===== config.mk =====
export PLATFORM = sky130hd
export DESIGN_NAME = lvt_timer
export DESIGN_NICKNAME = d
export VERILOG_FILES = /design/src/rtl/lvt_timer_pkg.sv /design/src/rtl/lvt_timer_ctrl.sv /design/src/rtl/lvt_timer_dp.sv /design/src/rtl/lvt_timer.sv
export SDC_FILE = /design/constraint.sdc
export NUM_CORES = 1
export LEC_CHECK = 0
export CAP_MARGIN = 5
export CORE_MARGIN = 8
export CORE_UTILIZATION = 30
export CTS_CLUSTER_SIZE = 30
export DETAILED_ROUTE_END_ITERATION = 12
export PLACE_DENSITY = 0.55
export REMOVE_ABC_BUFFERS = 1
export SLEW_MARGIN = 10
export SYNTH_ARGS = -nofsm -noshare
export SYNTH_HDL_FRONTEND = slang
export SYNTH_HIERARCHICAL = 1
export SYNTH_SLANG_ARGS = --single-unit

===== constraint.sdc =====
create_clock -name clk -period 5 [get_ports clk]
set_clock_uncertainty 0.05 [all_clocks]
set_input_delay 1.25 -clock clk [delete_from_list [all_inputs] [get_ports clk]]
set_output_delay 1.25 -clock clk [all_outputs]
set_load 0.02 [all_outputs]

===== src/rtl/lvt_timer_pkg.sv =====
package lvt_timer_pkg;

  typedef struct packed {
    logic load;
    logic tick;
    logic periodic;
    logic masked;
  } tmrStrobe_t;

  localparam logic [1:0] ADDR_ENTRY = 2'd0;
  localparam logic [1:0] ADDR_INIT  = 2'd1;
  localparam logic [1:0] ADDR_CUR   = 2'd2;
  localparam logic [1:0] ADDR_DIV   = 2'd3;

  localparam int unsigned SHIFT_W = 3;

  function automatic logic [SHIFT_W-1:0] codeToShift(input logic [2:0] code);
    return (code == 3'b111) ? '0 : SHIFT_W'(code + 3'd1);
  endfunction

endpackage


===== src/rtl/lvt_timer_ctrl.sv =====
module lvt_timer_ctrl
  import lvt_timer_pkg::*;
#(
  parameter int DATA_W = 32,
  parameter int VEC_W  = 8
) (
  input  logic              clk,
  input  logic              rstN,
  input  logic              wrEn,
  input  logic [1:0]        regAddr,
  input  logic [DATA_W-1:0] wrData,
  output tmrStrobe_t        strobe,
  output logic [DATA_W-1:0] initCount,
  output logic [VEC_W-1:0]  entryVec,
  output logic [2:0]        divCode
);
  localparam int PRE_W = (1 << SHIFT_W) - 1;

  logic               entryMask, entryPeriodic;
  logic [PRE_W-1:0]   preCnt;
  logic [SHIFT_W-1:0] activeShift;
  logic [PRE_W-1:0]   preLimit;
  logic               loadHit;

  assign loadHit  = wrEn && (regAddr == ADDR_INIT);
  assign preLimit = PRE_W'((32'd1 << activeShift) - 32'd1);

  always_comb begin
    strobe.load     = loadHit;
    strobe.tick     = (preCnt == preLimit);
    strobe.periodic = entryPeriodic;
    strobe.masked   = entryMask;
  end

  always_ff @(posedge clk) begin
    if (!rstN) begin
      entryMask     <= 1'b1;
      entryPeriodic <= 1'b0;
      entryVec      <= '0;
      divCode       <= '0;
      initCount     <= '0;
    end else if (wrEn) begin
      case (regAddr)
        ADDR_ENTRY: begin
          entryVec      <= wrData[VEC_W-1:0];
          entryMask     <= wrData[16];
          entryPeriodic <= wrData[17];
        end
        ADDR_INIT: initCount <= wrData;
        ADDR_DIV:  divCode   <= {wrData[3], wrData[1], wrData[0]};
        default: ;
      endcase
    end
  end

  always_ff @(posedge clk) begin
    if (!rstN) begin
      preCnt      <= '0;
      activeShift <= '0;
    end else if (loadHit || strobe.tick) begin
      preCnt      <= '0;
      activeShift <= codeToShift(divCode);
    end else begin
      preCnt <= preCnt + 1'b1;
    end
  end

  assert_load_restarts_prescaler_R4: assert property (@(posedge clk) disable iff (!rstN)
    loadHit |=> (preCnt == '0));

  assert_tick_spacing_R3: assert property (@(posedge clk) disable iff (!rstN)
    strobe.tick |=> (!strobe.tick || activeShift == '0));

endmodule


===== src/rtl/lvt_timer_dp.sv =====
module lvt_timer_dp
  import lvt_timer_pkg::*;
#(
  parameter int DATA_W = 32,
  parameter int VEC_W  = 8
) (
  input  logic              clk,
  input  logic              rstN,
  input  tmrStrobe_t        strobe,
  input  logic [DATA_W-1:0] loadVal,
  input  logic [DATA_W-1:0] initCount,
  input  logic [VEC_W-1:0]  entryVec,
  output logic [DATA_W-1:0] curCount,
  output logic              irqValid,
  output logic [VEC_W-1:0]  irqVector
);
  logic armed;

  always_ff @(posedge clk) begin
    if (!rstN) begin
      curCount  <= '0;
      armed     <= 1'b0;
      irqValid  <= 1'b0;
      irqVector <= '0;
    end else begin
      irqValid <= 1'b0;
      if (strobe.load) begin
        curCount <= loadVal;
        armed    <= (loadVal != '0);
      end else if (strobe.tick) begin
        if (curCount != '0) begin
          curCount <= curCount - 1'b1;
        end else if (strobe.periodic) begin
          curCount  <= initCount;
          irqValid  <= (initCount != '0) && !strobe.masked;
          irqVector <= entryVec;
        end else if (armed) begin
          armed     <= 1'b0;
          irqValid  <= !strobe.masked;
          irqVector <= entryVec;
        end
      end
    end
  end

  assert_irq_needs_tick_R9: assert property (@(posedge clk) disable iff (!rstN)
    irqValid |-> $past(strobe.tick));

  assert_irq_single_cycle_R9: assert property (@(posedge clk) disable iff (!rstN)
    irqValid |=> !irqValid);

  assert_masked_silent_R8: assert property (@(posedge clk) disable iff (!rstN)
    (strobe.tick && strobe.masked && !strobe.load) |=> !irqValid);

  assert_periodic_zero_silent_R6: assert property (@(posedge clk) disable iff (!rstN)
    (strobe.tick && strobe.periodic && initCount == '0 && !strobe.load) |=> !irqValid);

  assert_oneshot_holds_zero_R7: assert property (@(posedge clk) disable iff (!rstN)
    (!strobe.periodic && !strobe.load && curCount == '0) |=> (curCount == '0));

endmodule


===== src/rtl/lvt_timer.sv =====
module lvt_timer
  import lvt_timer_pkg::*;
#(
  parameter int DATA_W = 32,
  parameter int VEC_W  = 8
) (
  input  logic              clk,
  input  logic              rstN,
  input  logic              wrEn,
  input  logic [1:0]        regAddr,
  input  logic [DATA_W-1:0] wrData,
  output logic [DATA_W-1:0] rdData,
  output logic              irqValid,
  output logic [VEC_W-1:0]  irqVector
);
  tmrStrobe_t        strobe;
  logic [DATA_W-1:0] initCount, curCount;
  logic [VEC_W-1:0]  entryVec;
  logic [2:0]        divCode;

  lvt_timer_ctrl #(.DATA_W(DATA_W), .VEC_W(VEC_W)) ctrlInst (
    .clk(clk), .rstN(rstN), .wrEn(wrEn), .regAddr(regAddr), .wrData(wrData),
    .strobe(strobe), .initCount(initCount), .entryVec(entryVec), .divCode(divCode)
  );

  lvt_timer_dp #(.DATA_W(DATA_W), .VEC_W(VEC_W)) dpInst (
    .clk(clk), .rstN(rstN), .strobe(strobe), .loadVal(wrData),
    .initCount(initCount), .entryVec(entryVec), .curCount(curCount),
    .irqValid(irqValid), .irqVector(irqVector)
  );

  always_comb begin
    rdData = '0;
    case (regAddr)
      ADDR_ENTRY: begin
        rdData[VEC_W-1:0] = entryVec;
        rdData[16]        = strobe.masked;
        rdData[17]        = strobe.periodic;
      end
      ADDR_INIT: rdData = initCount;
      ADDR_CUR:  rdData = curCount;
      default: begin
        rdData[0] = divCode[0];
        rdData[1] = divCode[1];
        rdData[3] = divCode[2];
      end
    endcase
  end

endmodule


; Word level (Yosys, flattened, before mapping)
; Cells that the tools add are included.
[word_totals]
memories = 0
in_bits = 37
ramBits = 0
mem_bits_ro = 0
latchBits = 0
ff_bits = 97
elab_cells = 66
[op_classes]
n_reduce_logical = 19
multipliers = 0
n_div = 0
n_shift = 1
addsub = 4
order_cmp = 0
muxes = 20
n_bitwise = 4
eq_ne = 7
[op_table]
columns = cell, count
row1 = $mux W32, 4
row2 = $reduce_bool A32 Y1, 3
row3 = $sub A32 B1 Y32 const B, 1
row4 = $pmux W14 S2, 1
row5 = $mux W8, 2
row6 = $pmux W8 S2, 1
row7 = $pmux W2 S3, 2
row8 = $pmux W4 S3, 1
row9 = $reduce_and A2 Y1, 4
row10 = $add A7 B1 Y7 const B, 1
row11 = $eq A7 B7 Y1, 1
row12 = $shl A1 B3 Y7 const A, 1
row13 = $sub A7 B1 Y7 const B, 1
row14 = $mux W1, 6
row15 = $pmux W1 S3, 2
row16 = $eq A2 B2 Y1 const B, 2
row17 = $ne A2 B2 Y1 const B, 2
row18 = $not A1 Y1, 4
row19 = $reduce_and A4 Y1, 1
row20 = $reduce_bool A2 Y1, 2
row21 = $reduce_or A4 Y1, 1
row22 = $add A3 B1 Y3 const B, 1
row23 = $eq A3 B3 Y1 const B, 1
row24 = $mux W3, 1
row25 = other kinds (8), 9

; Logic depth before layout (Yosys ltp)
; Gate-level depths: netlist of run 1.
[depth]
depth_word = 5
depth_mapped = 13

; By module
; Netlist of run 1, hierarchy kept.
[by_module_without_submodules]
columns = mod, n_inst, cells_each, area_each_um2
row1 = lvt_timer_dp, 1, 398, 2959.1
row2 = lvt_timer_ctrl, 1, 260, 2342.2
row3 = lvt_timer, 1, 83, 575.6

; Least setup slack after synthesis of run 1
; OpenSTA, ideal clock, no wires.
[synth_timing]
path_type = input -> output
start = input port regAddr[0]
end = output port rdData[3]
arrival_ns = 2.183
required_time_ns = 3.700
path_stages = 5
setup_slack_ns = 1.517
path_cell_list = inv_1 -> ha_1 -> buf_4 -> a222oi_1 -> mux2i_1
[synth_via]
elab_chain_cells = 2
elab_cells_between_ends = 4
cone_classes = eq/ne (2) / mux (1) / reduce/logical (1)
[synth_rtl]
columns = item, line
row1 = from (decl), lvt_timer.sv:10  ; input logic [1:0] regAddr,
row2 = $eq A2 B2 Y1 (tied with other cells), lvt_timer.sv:34  ; case (regAddr)
row3 = $pmux W1 S3 *, lvt_timer.sv:34
row4 = to (decl), lvt_timer.sv:12  ; output logic [DATA_W-1:0] rdData,
; Every way passes the cells marked *; elsewhere a longest branch is shown, timed or not.

; Worst setup path after layout of run 1
[layout_timing]
start = input port regAddr[0]
end = output port rdData[0]
[layout_via]
elab_chain_cells = 2
elab_cells_between_ends = 4
cone_classes = eq/ne (2) / mux (1) / reduce/logical (1)
[layout_rtl]
columns = item, line
row1 = $eq A2 B2 Y1 (tied with other cells), lvt_timer.sv:34
row2 = $pmux W2 S3 *, lvt_timer.sv:34
; Marked as above.

==> metrics.cfg, run 1 <==
[sta]
slew_viol_final=0
min_period_ps=4670
max-slew-margin-rel_pct=12.7
worst_pin_slew_ps=1310
fin_setup_tns_ps=0
rsz0062_at_grt=false
fmax_mhz=214
setup_viol=0
finalCritPeriodShare_pct=93.3
hold_viol_final=0

[critical_path]
cpMostUsedCell=clkdlybuf4s50_1
cp_slowest_cell=clkdlybuf4s50_1
end_kind=output pin
startpoint_type=primary input
crit_start=regAddr[0]
max_stage_delay_ps=580
path_cells=clkdlybuf4s50_1 > inv_1 > ha_1 > buf_12 > a222oi_1 > mux2i_1 > clkdlybuf4s50_1
arrival_ps=3370
worstPathRequired_ps=3700
rr_startpoint=dpInst/curCount[8]
worstPathMaxFanout=32
critPathKind=primary input to output pin

[cts]
ctsLongestPathBuffers=2
worstSkewPairLatency_ps=360
cts_max_level=3
ctsResizeCount=0
clock_sinks=97
post-cts-setup-buffer-count=0
path_clk_slew_ps=70
cts_buffers=9
ctsHoldBuffers=0
tritoncts=yes
cts_root_buf=clkbuf_16

[route]
drt-total-wl_mm=19.8
wl_per_cell_um=18.7
ant_nets=0
first_iter_violations=595
via_per_inst=5.39
drtPass1Iterations=6
num_vias=5702
drcViolationCount=0

[layout]
nets=834
mostFrequentLayoutCell=nand2_1
n_antenna_cell=0
syn2layout_area_growth_pct=22.4
most-common-layout-cells=128 x nand2_1, 97 x dfxtp_1, 76 x clkdlybuf4s50_1, 38 x nor2_1, 35 x nor2b_1
drive_gt1_share_pct=6.68
nFillCells=2030

[place]
place.port_buffers=77
place.gp.congestion=0.835
dp.final_hpwl_mm=13.8

[pwr]
vdd_drop_max_uv=224
p_total_mw=3.16
p_leak_nw=2.50
pwr_density_cell_nw_per_um2=439

[outcome]
status=completed

[yosys]
seq_area_frac_synth_pct=33.0
synth_area_um2=5880
synth_edf_count=0
synth.ff_latch_count=97
synth-main-ff-cell=dfxtp_1
synthArstFlopShare_pct=0
synthDistinctLibCells=70
synthCells=741
ys_warn_count=6
syn_avg_cell_area_um2=7.93

[global_routing]
gr-usage-met2_pct=25.6
grtUsageMet1_pct=21.7
grt_max_degree=60
grt_pass1_wl_mm=31.5
grt-ovfl-total=0
antenna_found_initial=0
grt_usage_pct=16.4
met3_usage_pct=3.21
gr-max-usage-layer=met2
grt_pass1_vias=5555

[hold_path]
hp-class=register to register
holdCritStartpoint=dpInst/irqVector[2]

[die]
io_pins=78
start_util_pct=30.4
die_x_um=156
core.rowCount=51
die_h_um=156
core_um2=19300
die_area_um2=24300

[flow_run]
cap_violations=0

## cells in the mapped netlist (3+ instances only)
cell type / n / area (µm²)
nand2_1: 128 / 480
dfxtp_1: 97 / 1940
nor2_1: 38 / 143
nor2b_1: 35 / 219
a21boi_1: 33 / 248
a21oi_1: 32 / 160
clkbuf_1: 31 / 116
o21ai_0: 30 / 150
mux2i_1: 26 / 260
a22oi_1: 24 / 180
nor3_1: 22 / 110
nor4_1: 21 / 131
nand3_1: 18 / 90.1
buf_2: 15 / 75.1
inv_1: 13 / 48.8
a211oi_1: 12 / 90.1
o32ai_1: 12 / 105
a222oi_1: 10 / 100
and3_1: 10 / 62.6
ha_1: 9 / 113
xor2_1: 9 / 78.8
or4_1: 8 / 60.1
a21boi_0: 7 / 52.6
or3_1: 7 / 43.8
buf_4: 6 / 45.0
nand4_1: 6 / 37.5
xnor2_1: 6 / 52.6
buf_6: 5 / 56.3
mux2_1: 5 / 56.3
nor3b_1: 4 / 30.0
a211o_1: 3 / 26.3
a31oi_1: 3 / 18.8
and2_1: 3 / 18.8
nand2b_1: 3 / 18.8
nor4b_1: 3 / 26.3
o31ai_1: 3 / 22.5
o41ai_1: 3 / 26.3
## logic make-up after synthesis
kind of cell / count (synthesis) / synth area share [%]
AND/OR/NAND/NOR: 320 / 27.5
AO/OA/AOI/OAI: 194 / 23.4
flip-flops: 97 / 33.0
buffers and inverters: 73 / 6.09
multiplexers: 33 / 5.77
XOR/XNOR: 15 / 2.24
adder cells (fa/ha/maj): 9 / 1.92
## cell type report
| type | count | area, µm² | share of cell area [%] |
|---|---|---|---|
| Clock buffer | 9 | 225 | 3.13 |
| Clock inverter | 7 | 119 | 1.65 |
| Inverter | 14 | 52.6 | 0.731 |
| Multi-Input combinational cell | 571 | 3580 | 49.8 |
| Sequential cell | 97 | 1940 | 27.0 |
| Tap cell | 265 | 332 | 4.61 |
| Timing Repair Buffer | 95 | 938 | 13.1 |
## per-layer routing
metal / vias to the layer above / share of wire [%]
met3: 26 / 4.7
li1: 2792 / -
met5: - / 0
met2: 167 / 45
met4: 0 / 2.6
met1: 2717 / 48
## critical path: cells and delay by family
kind | cells | cell delay [ps]
AO/OA/AOI/OAI | 1 | 330
adder cells (fa/ha/maj) | 1 | 240
buffers and inverters | 4 | 1420
multiplexers | 1 | 120
## registers in the layout, indices dropped and copies added (netlist names)
| name | flops |
|---|---|
| ctrlInst/activeShift | 3 |
| ctrlInst/divCode | 3 |
| ctrlInst/entryMask | 1 |
| ctrlInst/entryPeriodic | 1 |
| ctrlInst/entryVec | 8 |
| ctrlInst/initCount | 32 |
| ctrlInst/preCnt | 7 |
| dpInst/armed | 1 |
| dpInst/curCount | 32 |
| dpInst/irqValid | 1 |
| dpInst/irqVector | 8 |
## power breakdown
| part | internal (mW) | total (mW) | switching [mW] |
|---|---|---|---|
| sequential | 0.879 | 1.04 | 0.165 |
| clock | 0.489 | 0.814 | 0.324 |
| combinational | 0.526 | 1.30 | 0.775 |
| total | 1.89 | 3.16 | 1.26 |
## worst paths after layout
check,endpoint,slack (ps),depth (start not counted)
setup / recovery,rdData[0],330,7
setup reg to reg,dpInst/curCount[3],1600,7
hold reg to reg,dpInst/irqVector[2],400,2
hold / removal,dpInst/irqVector[2],400,2
## metrics by stage
| stage | setup slack [ps] | util (%) | cell area, µm² | hold slack (ps) | instances |
|---|---|---|---|---|---|
| 2_1_floorplan | 431 | - | 5570 | 369 | 682 |
| 3_3_place_gp | 335 | 35.4 | 6850 | 391 | 1042 |
| 3_5_place_dp | 327 | 35.4 | 6850 | 392 | 1042 |
| 4_1_cts | 315 | 37.2 | 7190 | 413 | 1058 |
| 5_1_grt | 177 | 37.2 | 7190 | 441 | 1058 |
| 6_report | 334 | 37.2 | 7190 | 404 | 1058 |
Note: power is estimated with default switching activity, not from simulation.
==> run 2: changes to the inputs <==
--- a/config.mk
+++ b/config.mk
@@ -8,7 +8,7 @@
 export CAP_MARGIN = 5
 export CORE_MARGIN = 8
 export CORE_UTILIZATION = 30
-export CTS_CLUSTER_SIZE = 30
+export CTS_CLUSTER_SIZE = 24
 export DETAILED_ROUTE_END_ITERATION = 12
 export PLACE_DENSITY = 0.55
 export REMOVE_ABC_BUFFERS = 1
==> results of run 2 <==
The final DEF is identical to that of run 1; final timing and power are the same.
